`config.mk`:
```
export PLATFORM = sky130hd
export DESIGN_NAME = icap_unit
export DESIGN_NICKNAME = d
export VERILOG_FILES = /design/src/rtl/icap_pkg.sv /design/src/rtl/icap_sync.sv /design/src/rtl/icap_edge.sv /design/src/rtl/icap_unit.sv
export SDC_FILE = /design/constraint.sdc
export NUM_CORES = 1
export LEC_CHECK = 0
export BUFFER_PORTS_ARGS = -buffer_cell sky130_fd_sc_hd__buf_2
export CORE_MARGIN = 2
export CORE_UTILIZATION = 28
export CTS_CLUSTER_DIAMETER = 150
export CTS_CLUSTER_SIZE = 20
export DETAILED_ROUTE_END_ITERATION = 16
export GPL_TIMING_DRIVEN = 1
export PLACE_DENSITY = 0.55
export REMOVE_ABC_BUFFERS = 1
export SYNTH_ARGS = -nofsm -noshare
export SYNTH_HDL_FRONTEND = slang
export SYNTH_SLANG_ARGS = --single-unit
```
`constraint.sdc`:
```
create_clock -name clk -period 2.2 [get_ports clk]
set_input_delay 0.11 -clock clk [delete_from_list [all_inputs] [get_ports clk]]
set_output_delay 0.11 -clock clk [all_outputs]
set_load 0.1 [all_outputs]
```
`src/rtl/icap_pkg.sv`:
```
package icap_pkg;
    typedef enum logic [1:0] {
        EDGE_OFF  = 2'b00,
        EDGE_RISE = 2'b01,
        EDGE_FALL = 2'b10,
        EDGE_ANY  = 2'b11
    } edge_sel_e;
endpackage

```
`src/rtl/icap_sync.sv`:
```
module icap_sync #(
    parameter int W      = 4,
    parameter int STAGES = 2
) (
    input  logic         clk,
    input  logic         rst_n,
    input  logic [W-1:0] d,
    output logic [W-1:0] q
);
    logic [STAGES-1:0][W-1:0] chain_q;

    always_ff @(posedge clk or negedge rst_n) begin
        if (!rst_n) begin
            chain_q <= '0;
        end else begin
            chain_q[0] <= d;
            for (int s = 1; s < STAGES; s++) begin
                chain_q[s] <= chain_q[s-1];
            end
        end
    end

    assign q = chain_q[STAGES-1];
endmodule

```
`src/rtl/icap_edge.sv`:
```
module icap_edge
    import icap_pkg::*;
#(
    parameter int NCH = 4
) (
    input  logic                 clk,
    input  logic                 rst_n,
    input  logic [NCH-1:0]       lvl,
    input  logic [NCH-1:0][1:0]  sel,
    input  logic [NCH-1:0]       gate,
    output logic [NCH-1:0]       ev
);
    logic [NCH-1:0] prev_q;

    always_ff @(posedge clk or negedge rst_n) begin
        if (!rst_n) prev_q <= '0;
        else        prev_q <= lvl;
    end

    for (genvar ch = 0; ch < NCH; ch++) begin : g_ch
        logic up, down;
        assign up   = lvl[ch] & ~prev_q[ch];
        assign down = ~lvl[ch] & prev_q[ch];
        always_comb begin
            unique case (edge_sel_e'(sel[ch]))
                EDGE_RISE: ev[ch] = gate[ch] & up;
                EDGE_FALL: ev[ch] = gate[ch] & down;
                EDGE_ANY:  ev[ch] = gate[ch] & (up | down);
                default:   ev[ch] = 1'b0;
            endcase
        end
    end
endmodule

```
`src/rtl/icap_unit.sv`:
```
module icap_unit #(
    parameter int NCH  = 4,
    parameter int CW   = 16,
    parameter int SYNC = 2,
    localparam int AW  = $clog2(NCH + 4)
) (
    input  logic          clk,
    input  logic          rst_n,
    input  logic [CW-1:0] count,
    input  logic [NCH-1:0] cap_pin,
    input  logic          bus_wr,
    input  logic [AW-1:0] bus_addr,
    input  logic [CW-1:0] bus_wdata,
    output logic [CW-1:0] bus_rdata,
    output logic [NCH-1:0] irq,
    output logic          oc_out,
    output logic          oc_oe
);
    localparam int LAST = NCH - 1;
    localparam logic [AW-1:0] CTL_A = AW'(NCH);
    localparam logic [AW-1:0] EN_A  = AW'(NCH + 1);
    localparam logic [AW-1:0] FLG_A = AW'(NCH + 2);
    localparam logic [AW-1:0] CMP_A = AW'(NCH + 3);

    typedef struct packed {
        logic [NCH-1:0][CW-1:0] cap;
        logic [NCH-1:0][1:0]    sel;
        logic                   capsel;
        logic [NCH-1:0]         en;
        logic [NCH-1:0]         flag;
        logic [CW-1:0]          cmp;
        logic                   oc;
    } st_t;

    st_t st_d, st_q;

    logic [NCH-1:0] pin_sync;
    logic [NCH-1:0] gate;
    logic [NCH-1:0] cap_ev;
    logic [NCH-1:0] flag_ev;
    logic [NCH-1:0] clr;
    logic           cmp_hit;

    icap_sync #(.W(NCH), .STAGES(SYNC)) u_sync (
        .clk   (clk),
        .rst_n (rst_n),
        .d     (cap_pin),
        .q     (pin_sync)
    );

    assign gate = {st_q.capsel, {(NCH-1){1'b1}}};

    icap_edge #(.NCH(NCH)) u_edge (
        .clk   (clk),
        .rst_n (rst_n),
        .lvl   (pin_sync),
        .sel   (st_q.sel),
        .gate  (gate),
        .ev    (cap_ev)
    );

    always_comb begin
        st_d    = st_q;
        clr     = '0;
        cmp_hit = !st_q.capsel && (count == st_q.cmp);
        flag_ev = cap_ev;
        flag_ev[LAST] = cap_ev[LAST] | cmp_hit;

        if (bus_wr) begin
            if (bus_addr == CTL_A) begin
                st_d.sel    = bus_wdata[2*NCH-1:0];
                st_d.capsel = bus_wdata[2*NCH];
            end
            if (bus_addr == EN_A)  st_d.en  = bus_wdata[NCH-1:0];
            if (bus_addr == FLG_A) clr      = bus_wdata[NCH-1:0];
            if (bus_addr == CMP_A) st_d.cmp = bus_wdata;
        end

        for (int ch = 0; ch < NCH; ch++) begin
            if (cap_ev[ch]) st_d.cap[ch] = count;
        end

        if (cmp_hit) st_d.oc = ~st_q.oc;
        st_d.flag = (st_q.flag & ~clr) | flag_ev;
    end

    always_ff @(posedge clk or negedge rst_n) begin
        if (!rst_n) st_q <= '0;
        else        st_q <= st_d;
    end

    always_comb begin
        bus_rdata = '0;
        for (int ch = 0; ch < NCH; ch++) begin
            if (bus_addr == AW'(ch)) bus_rdata = st_q.cap[ch];
        end
        if (bus_addr == CTL_A) bus_rdata[2*NCH:0]  = {st_q.capsel, st_q.sel};
        if (bus_addr == EN_A)  bus_rdata[NCH-1:0]  = st_q.en;
        if (bus_addr == FLG_A) bus_rdata[NCH-1:0]  = st_q.flag;
        if (bus_addr == CMP_A) bus_rdata           = st_q.cmp;
    end

    assign irq    = st_q.flag & st_q.en;
    assign oc_out = st_q.oc;
    assign oc_oe  = ~st_q.capsel;
endmodule

```
==> report_table.html <==
<table>
<tr><th>Metric</th><th>Value</th></tr>
<tr><th colspan="2">CTS</th></tr>
<tr><td>H-Tree Level Count</td><td>3</td></tr>
<tr><td>Total setup buffers inserted after CTS</td><td>0</td></tr>
<tr><td>Clock tree from TritonCTS</td><td>yes</td></tr>
<tr><td>Clock slew at reported path FFs</td><td>~0.080 ns</td></tr>
<tr><td>Number of buffers created by CTS</td><td>9</td></tr>
<tr><td>Clock Tree Root</td><td>sky130_fd_sc_hd__clkbuf_16</td></tr>
<tr><td>Skew-Pair Late Insertion Delay</td><td>about 0.36 ns</td></tr>
<tr><td>Clock sink count</td><td>between 100 and 150</td></tr>
<tr><td>Clock Tree Buf Depth</td><td>2</td></tr>
<tr><th colspan="2">Final layout</th></tr>
<tr><td>Number of antenna cells inserted</td><td>0</td></tr>
<tr><td>Growth of design area from synthesis to finish</td><td>24.4%</td></tr>
<tr><td>Multi-input combinational cell area</td><td>between 0.002 and 0.0025 mm2</td></tr>
<tr><td>Fillers</td><td>approximately 1.9k</td></tr>
<tr><td>Final instance area</td><td>between 0.006 and 0.007 mm2</td></tr>
<tr><td>Non-Filler Instances</td><td>slightly below 800</td></tr>
<tr><td>Sequential cell area</td><td>0.00275 mm2</td></tr>
<tr><td>Layout cell share with drive strength beyond 1</td><td>between 40 and 50%</td></tr>
<tr><td># nets final</td><td>~560</td></tr>
<tr><th colspan="2">Floorplanning</th></tr>
<tr><td>Floorplan die area</td><td>around 0.021 mm2</td></tr>
<tr><td>Die height</td><td>roughly 140 um</td></tr>
<tr><td>Io pins</td><td>64</td></tr>
<tr><td>Die width</td><td>about 140 um</td></tr>
<tr><td>Effective utilization at floorplan</td><td>28.3%</td></tr>
<tr><td>Core box area</td><td>approximately 0.019 mm2</td></tr>
<tr><td>Row count</td><td>around 50</td></tr>
<tr><th colspan="2">Min path</th></tr>
<tr><td>Capture endpoint of the worst hold path</td><td>gate[3]$_DFFE_PN0P_</td></tr>
<tr><td>Hold path depth</td><td>3</td></tr>
<tr><td>Worst min-delay path startpoint</td><td>bus_wdata[8]</td></tr>
<tr><td>Hold crit path type</td><td>in -&gt; reg</td></tr>
<tr><th colspan="2">Global routing</th></tr>
<tr><td>GRT overflow</td><td>0</td></tr>
<tr><td>Met1 Track Usage GR</td><td>roughly 17%</td></tr>
<tr><td>Global-route met2 utilization</td><td>22.1%</td></tr>
<tr><td>GRT Max-Usage Layer</td><td>met2</td></tr>
<tr><td>Overall track demand over capacity in global routing</td><td>a little over an eighth</td></tr>
<tr><td>Largest net degree at the start of global routing</td><td>~110</td></tr>
<tr><td>Number of antenna violations at the first check in global routing</td><td>0</td></tr>
<tr><td>Wire length of the first global-routing pass</td><td>just over 20000 um</td></tr>
<tr><td>Routing usage on met3</td><td>under 10%</td></tr>
<tr><td>Via count of the first global-routing pass</td><td>roughly 3.7k</td></tr>
<tr><th colspan="2">Pwr</th></tr>
<tr><td>Static power due to leakage</td><td>0.00291 uW</td></tr>
<tr><td>Switching share of power</td><td>between 30% and 40%</td></tr>
<tr><td>Power dissipated by switching net loads</td><td>2940 uW</td></tr>
<tr><td>Power share of the clock group</td><td>20.5%</td></tr>
<tr><td>Combinational Power Share</td><td>39.6%</td></tr>
<tr><td>Internal power</td><td>around 5200 uW</td></tr>
<tr><td>Pwr per Cell Area</td><td>~1200 mW/mm2</td></tr>
<tr><td>Max VDD drop</td><td>around 470 uV</td></tr>
<tr><td>Seq pwr share</td><td>39.9%</td></tr>
<tr><th colspan="2">STA</th></tr>
<tr><td>Slew @ Worst Pin</td><td>0.605 ns</td></tr>
<tr><td>Slew HR</td><td>roughly 60%</td></tr>
<tr><td>WHS</td><td>0.0238 ns</td></tr>
<tr><td>Setup repair after global routing missed its margin</td><td>false</td></tr>
<tr><td>Clk_skew</td><td>about 0.0090 ns</td></tr>
<tr><td>Final clock period utilization by the worst path</td><td>~90%</td></tr>
<tr><td>Number of hold-slack violations in the final timing report</td><td>0</td></tr>
<tr><td>Highest Clock Rate</td><td>roughly 500 MHz</td></tr>
<tr><td>Crit path time final</td><td>1.95 ns</td></tr>
<tr><td>Setup-failing EPs final</td><td>0</td></tr>
<tr><td>Fin. max-slew vios</td><td>0</td></tr>
<tr><th colspan="2">Detailed routing</th></tr>
<tr><td>Routed via count divided by cell count</td><td>4.57</td></tr>
<tr><td>DRT antenna net count</td><td>0</td></tr>
<tr><td>Violation count after the first detailed-routing iteration</td><td>135</td></tr>
<tr><td>Final Routed Wirelength</td><td>~13000 um</td></tr>
<tr><td>Via count</td><td>between 3k and 4k</td></tr>
<tr><td>Wire length per cell after detailed routing</td><td>16.6 um</td></tr>
<tr><td>DRC violation count after routing</td><td>0</td></tr>
<tr><td>Iteration count of the initial detailed-routing pass</td><td>4</td></tr>
<tr><th colspan="2">Run</th></tr>
<tr><td>Max-cap violations</td><td>0</td></tr>
<tr><th colspan="2">Yosys</th></tr>
<tr><td>Cell taking the most area after synthesis</td><td>sky130_fd_sc_hd__dfrtp_1</td></tr>
<tr><td>Top FF cell, synth</td><td>sky130_fd_sc_hd__dfrtp_1</td></tr>
<tr><td>Most frequent cells after synthesis</td><td>sky130_fd_sc_hd__dfrtp_1, sky130_fd_sc_hd__mux2_2, sky130_fd_sc_hd__nand2_1</td></tr>
<tr><td>Number of enable-type register cells in the synthesized netlist</td><td>0</td></tr>
<tr><td>Share of synthesized flip-flops with an asynchronous set or reset</td><td>between 90% and 100%</td></tr>
<tr><td>Instance count of the mapped netlist</td><td>around 420</td></tr>
<tr><td>Netlist area before placement</td><td>between 0.005 and 0.006 mm2</td></tr>
<tr><td>#FFs+latches synth</td><td>between 100 and 150</td></tr>
<tr><td>Average cell area after synthesis</td><td>~13 um2</td></tr>
<tr><td>Ranking of synthesized cells by area</td><td>sky130_fd_sc_hd__dfrtp_1, sky130_fd_sc_hd__mux2_2, sky130_fd_sc_hd__mux4_2, sky130_fd_sc_hd__mux2_4, sky130_fd_sc_hd__xnor2_1</td></tr>
<tr><td>Sequential cell area fraction in the yosys report</td><td>between 50% and 60%</td></tr>
<tr><td>Share of the synthesized area in the top cell type</td><td>approximately 50%</td></tr>
<tr><td>Number of library cell types mapped by synthesis</td><td>42</td></tr>
<tr><td>Warnings, synthesis</td><td>0</td></tr>
<tr><td>Most numerous cell in the Yosys netlist</td><td>sky130_fd_sc_hd__dfrtp_1</td></tr>
<tr><th colspan="2">Worst setup path</th></tr>
<tr><td>Worst R2R Start</td><td>u_sync.q[3]$_DFF_PN0_</td></tr>
<tr><td>Required time of the worst setup path</td><td>2.09 ns</td></tr>
<tr><td>Critical Path Start Type</td><td>flop</td></tr>
<tr><td>Category of the most critical setup path</td><td>reg -&gt; out</td></tr>
<tr><td>Max stage delay on crit path</td><td>roughly 0.46 ns</td></tr>
<tr><td>Largest fanout of any net on the critical path</td><td>4</td></tr>
<tr><td>Series of cell instances along the critical path</td><td>mux4_2 -&gt; mux2_2 -&gt; buf_2</td></tr>
<tr><td>Data arrival time of the critical path</td><td>1.84 ns</td></tr>
<tr><td>Category of the worst setup path capture point</td><td>output pin</td></tr>
<tr><td>Worst Reg2Reg Path Length in Cells</td><td>8</td></tr>
<tr><td>Worst reg2reg setup slack</td><td>0.40 ns</td></tr>
<tr><td>Critical Path Slowest Stage Cell</td><td>sky130_fd_sc_hd__mux4_2</td></tr>
<tr><td>Worst r2r dst</td><td>st_q[85]$_DFFE_PN0P_</td></tr>
<tr><th colspan="2">Placement</th></tr>
<tr><td>Number of buffers added on ports</td><td>63</td></tr>
<tr><td>Number of instances in the placed design</td><td>746</td></tr>
<tr><td>Final HPWL DP</td><td>~9400 um</td></tr>
<tr><td>Instance area after placement</td><td>0.00637 mm2</td></tr>
<tr><td>Gp weighted congestion</td><td>0.770</td></tr>
<tr><th colspan="2">Run status</th></tr>
<tr><td>Result of the run</td><td>finished clean</td></tr>
</table>
state kept, by name, summed over array words and instances, names as in the netlist:
name / count
gate: 1
oc_out: 1
st_q: 96
u_edge.prev_q: 4
u_sync.chain_q: 4
u_sync.q: 4
per-stage QoR:
step | TNS [ns] | util (%) | setup slack [ns] | total power [uW]
after global routing | 0 | 35.2 | 0.146 | 8560
after floorplan | -2.82 | - | -0.934 | 5480
final | 0 | 35.2 | 0.251 | 8130
after CTS | 0 | 35.2 | 0.224 | 8240
after global placement | 0 | 33.0 | 0.369 | 6420
after detailed placement | 0 | 33.0 | 0.374 | 6510
layout by cell type (no fill, tap or decap), drive strengths merged, types with 2 or more instances in the layout:
cell / instances
a2111oi: 7
o21ai: 8
nor3: 2
clkinvlp: 2
a21oi: 11
buf: 84
nand2b: 5
ha: 8
nor2b: 6
clkbuf: 9
and2: 5
dlygate4sd3: 14
xnor2: 17
mux2: 99
a32o: 2
nand4: 4
mux2i: 4
nand3: 5
a21o: 2
nand2: 25
o22a: 5
nor2: 20
o22ai: 14
mux4: 11
dfrtp: 110
inv: 25
worst max path at each step:
stage	from	end	slack (ns)	cells after the start
after global placement	bus_addr[0]	bus_rdata[13]	0.37	6
after floorplan	gate[3]$_DFFE_PN0P_	bus_rdata[8]	-0.93	4
final	st_q[29]$_DFFE_PN0P_	bus_rdata[3]	0.25	3
after detailed placement	bus_addr[2]	st_q[29]$_DFFE_PN0P_	0.37	5
after CTS	st_q[29]$_DFFE_PN0P_	bus_rdata[3]	0.22	3
after global routing	st_q[72]$_DFFE_PN0P_	bus_rdata[6]	0.15	5
worst max-delay path, delay by kind of cell (launching register included):
family,cells,cell delay (ns)
buf+inv,1,0.29
mux,2,0.74
flops,1,0.44
cell type report:
class | instances | area share [%]
clock buffer | 9 | 3.30
clock inverter | 7 | 1.16
inverter | 22 | 1.21
multi-input combinational | 265 | 36.4
sequential | 110 | 40.4
tap | 265 | 4.87
timing repair buffer | 98 | 12.7
power by group through the flow:
stage | clock network (uW) | logic [uW] | registers [uW]
2_1_floorplan | 0 | 2370 | 3110
3_3_place_gp | 0 | 3190 | 3230
3_5_place_dp | 0 | 3250 | 3270
4_1_cts | 1730 | 3270 | 3230
5_1_grt | 1810 | 3420 | 3340
6_report | 1670 | 3220 | 3240
layer usage:
metal | up-vias | routed length, um
met5 | - | 0
met4 | 0 | 91
met3 | 8 | 452
met2 | 54 | 6280
met1 | 1815 | 6040
li1 | 1671 | -
timing repair:
action	4_1_cts	5_1_grt
hold buffers	14	0
hold endpoints to repair	123	0
gates resized for setup	0	0
cell families (layout without fill, tap and decap cells):
| family | count (synthesis) | in the layout | synth area share (%) |
|---|---|---|---|
| multiplexers | 114 | 114 | 26.3 |
| flip-flops | 110 | 110 | 50.2 |
| AND/OR/NAND/NOR | 76 | 76 | 7.38 |
| AO/OA/AOI/OAI | 50 | 50 | 7.08 |
| buffers and inverters | 41 | 136 | 4.48 |
| XOR/XNOR | 17 | 17 | 2.72 |
| adder cells (fa/ha/maj) | 8 | 8 | 1.83 |
Power figures use the tool's default switching activity.
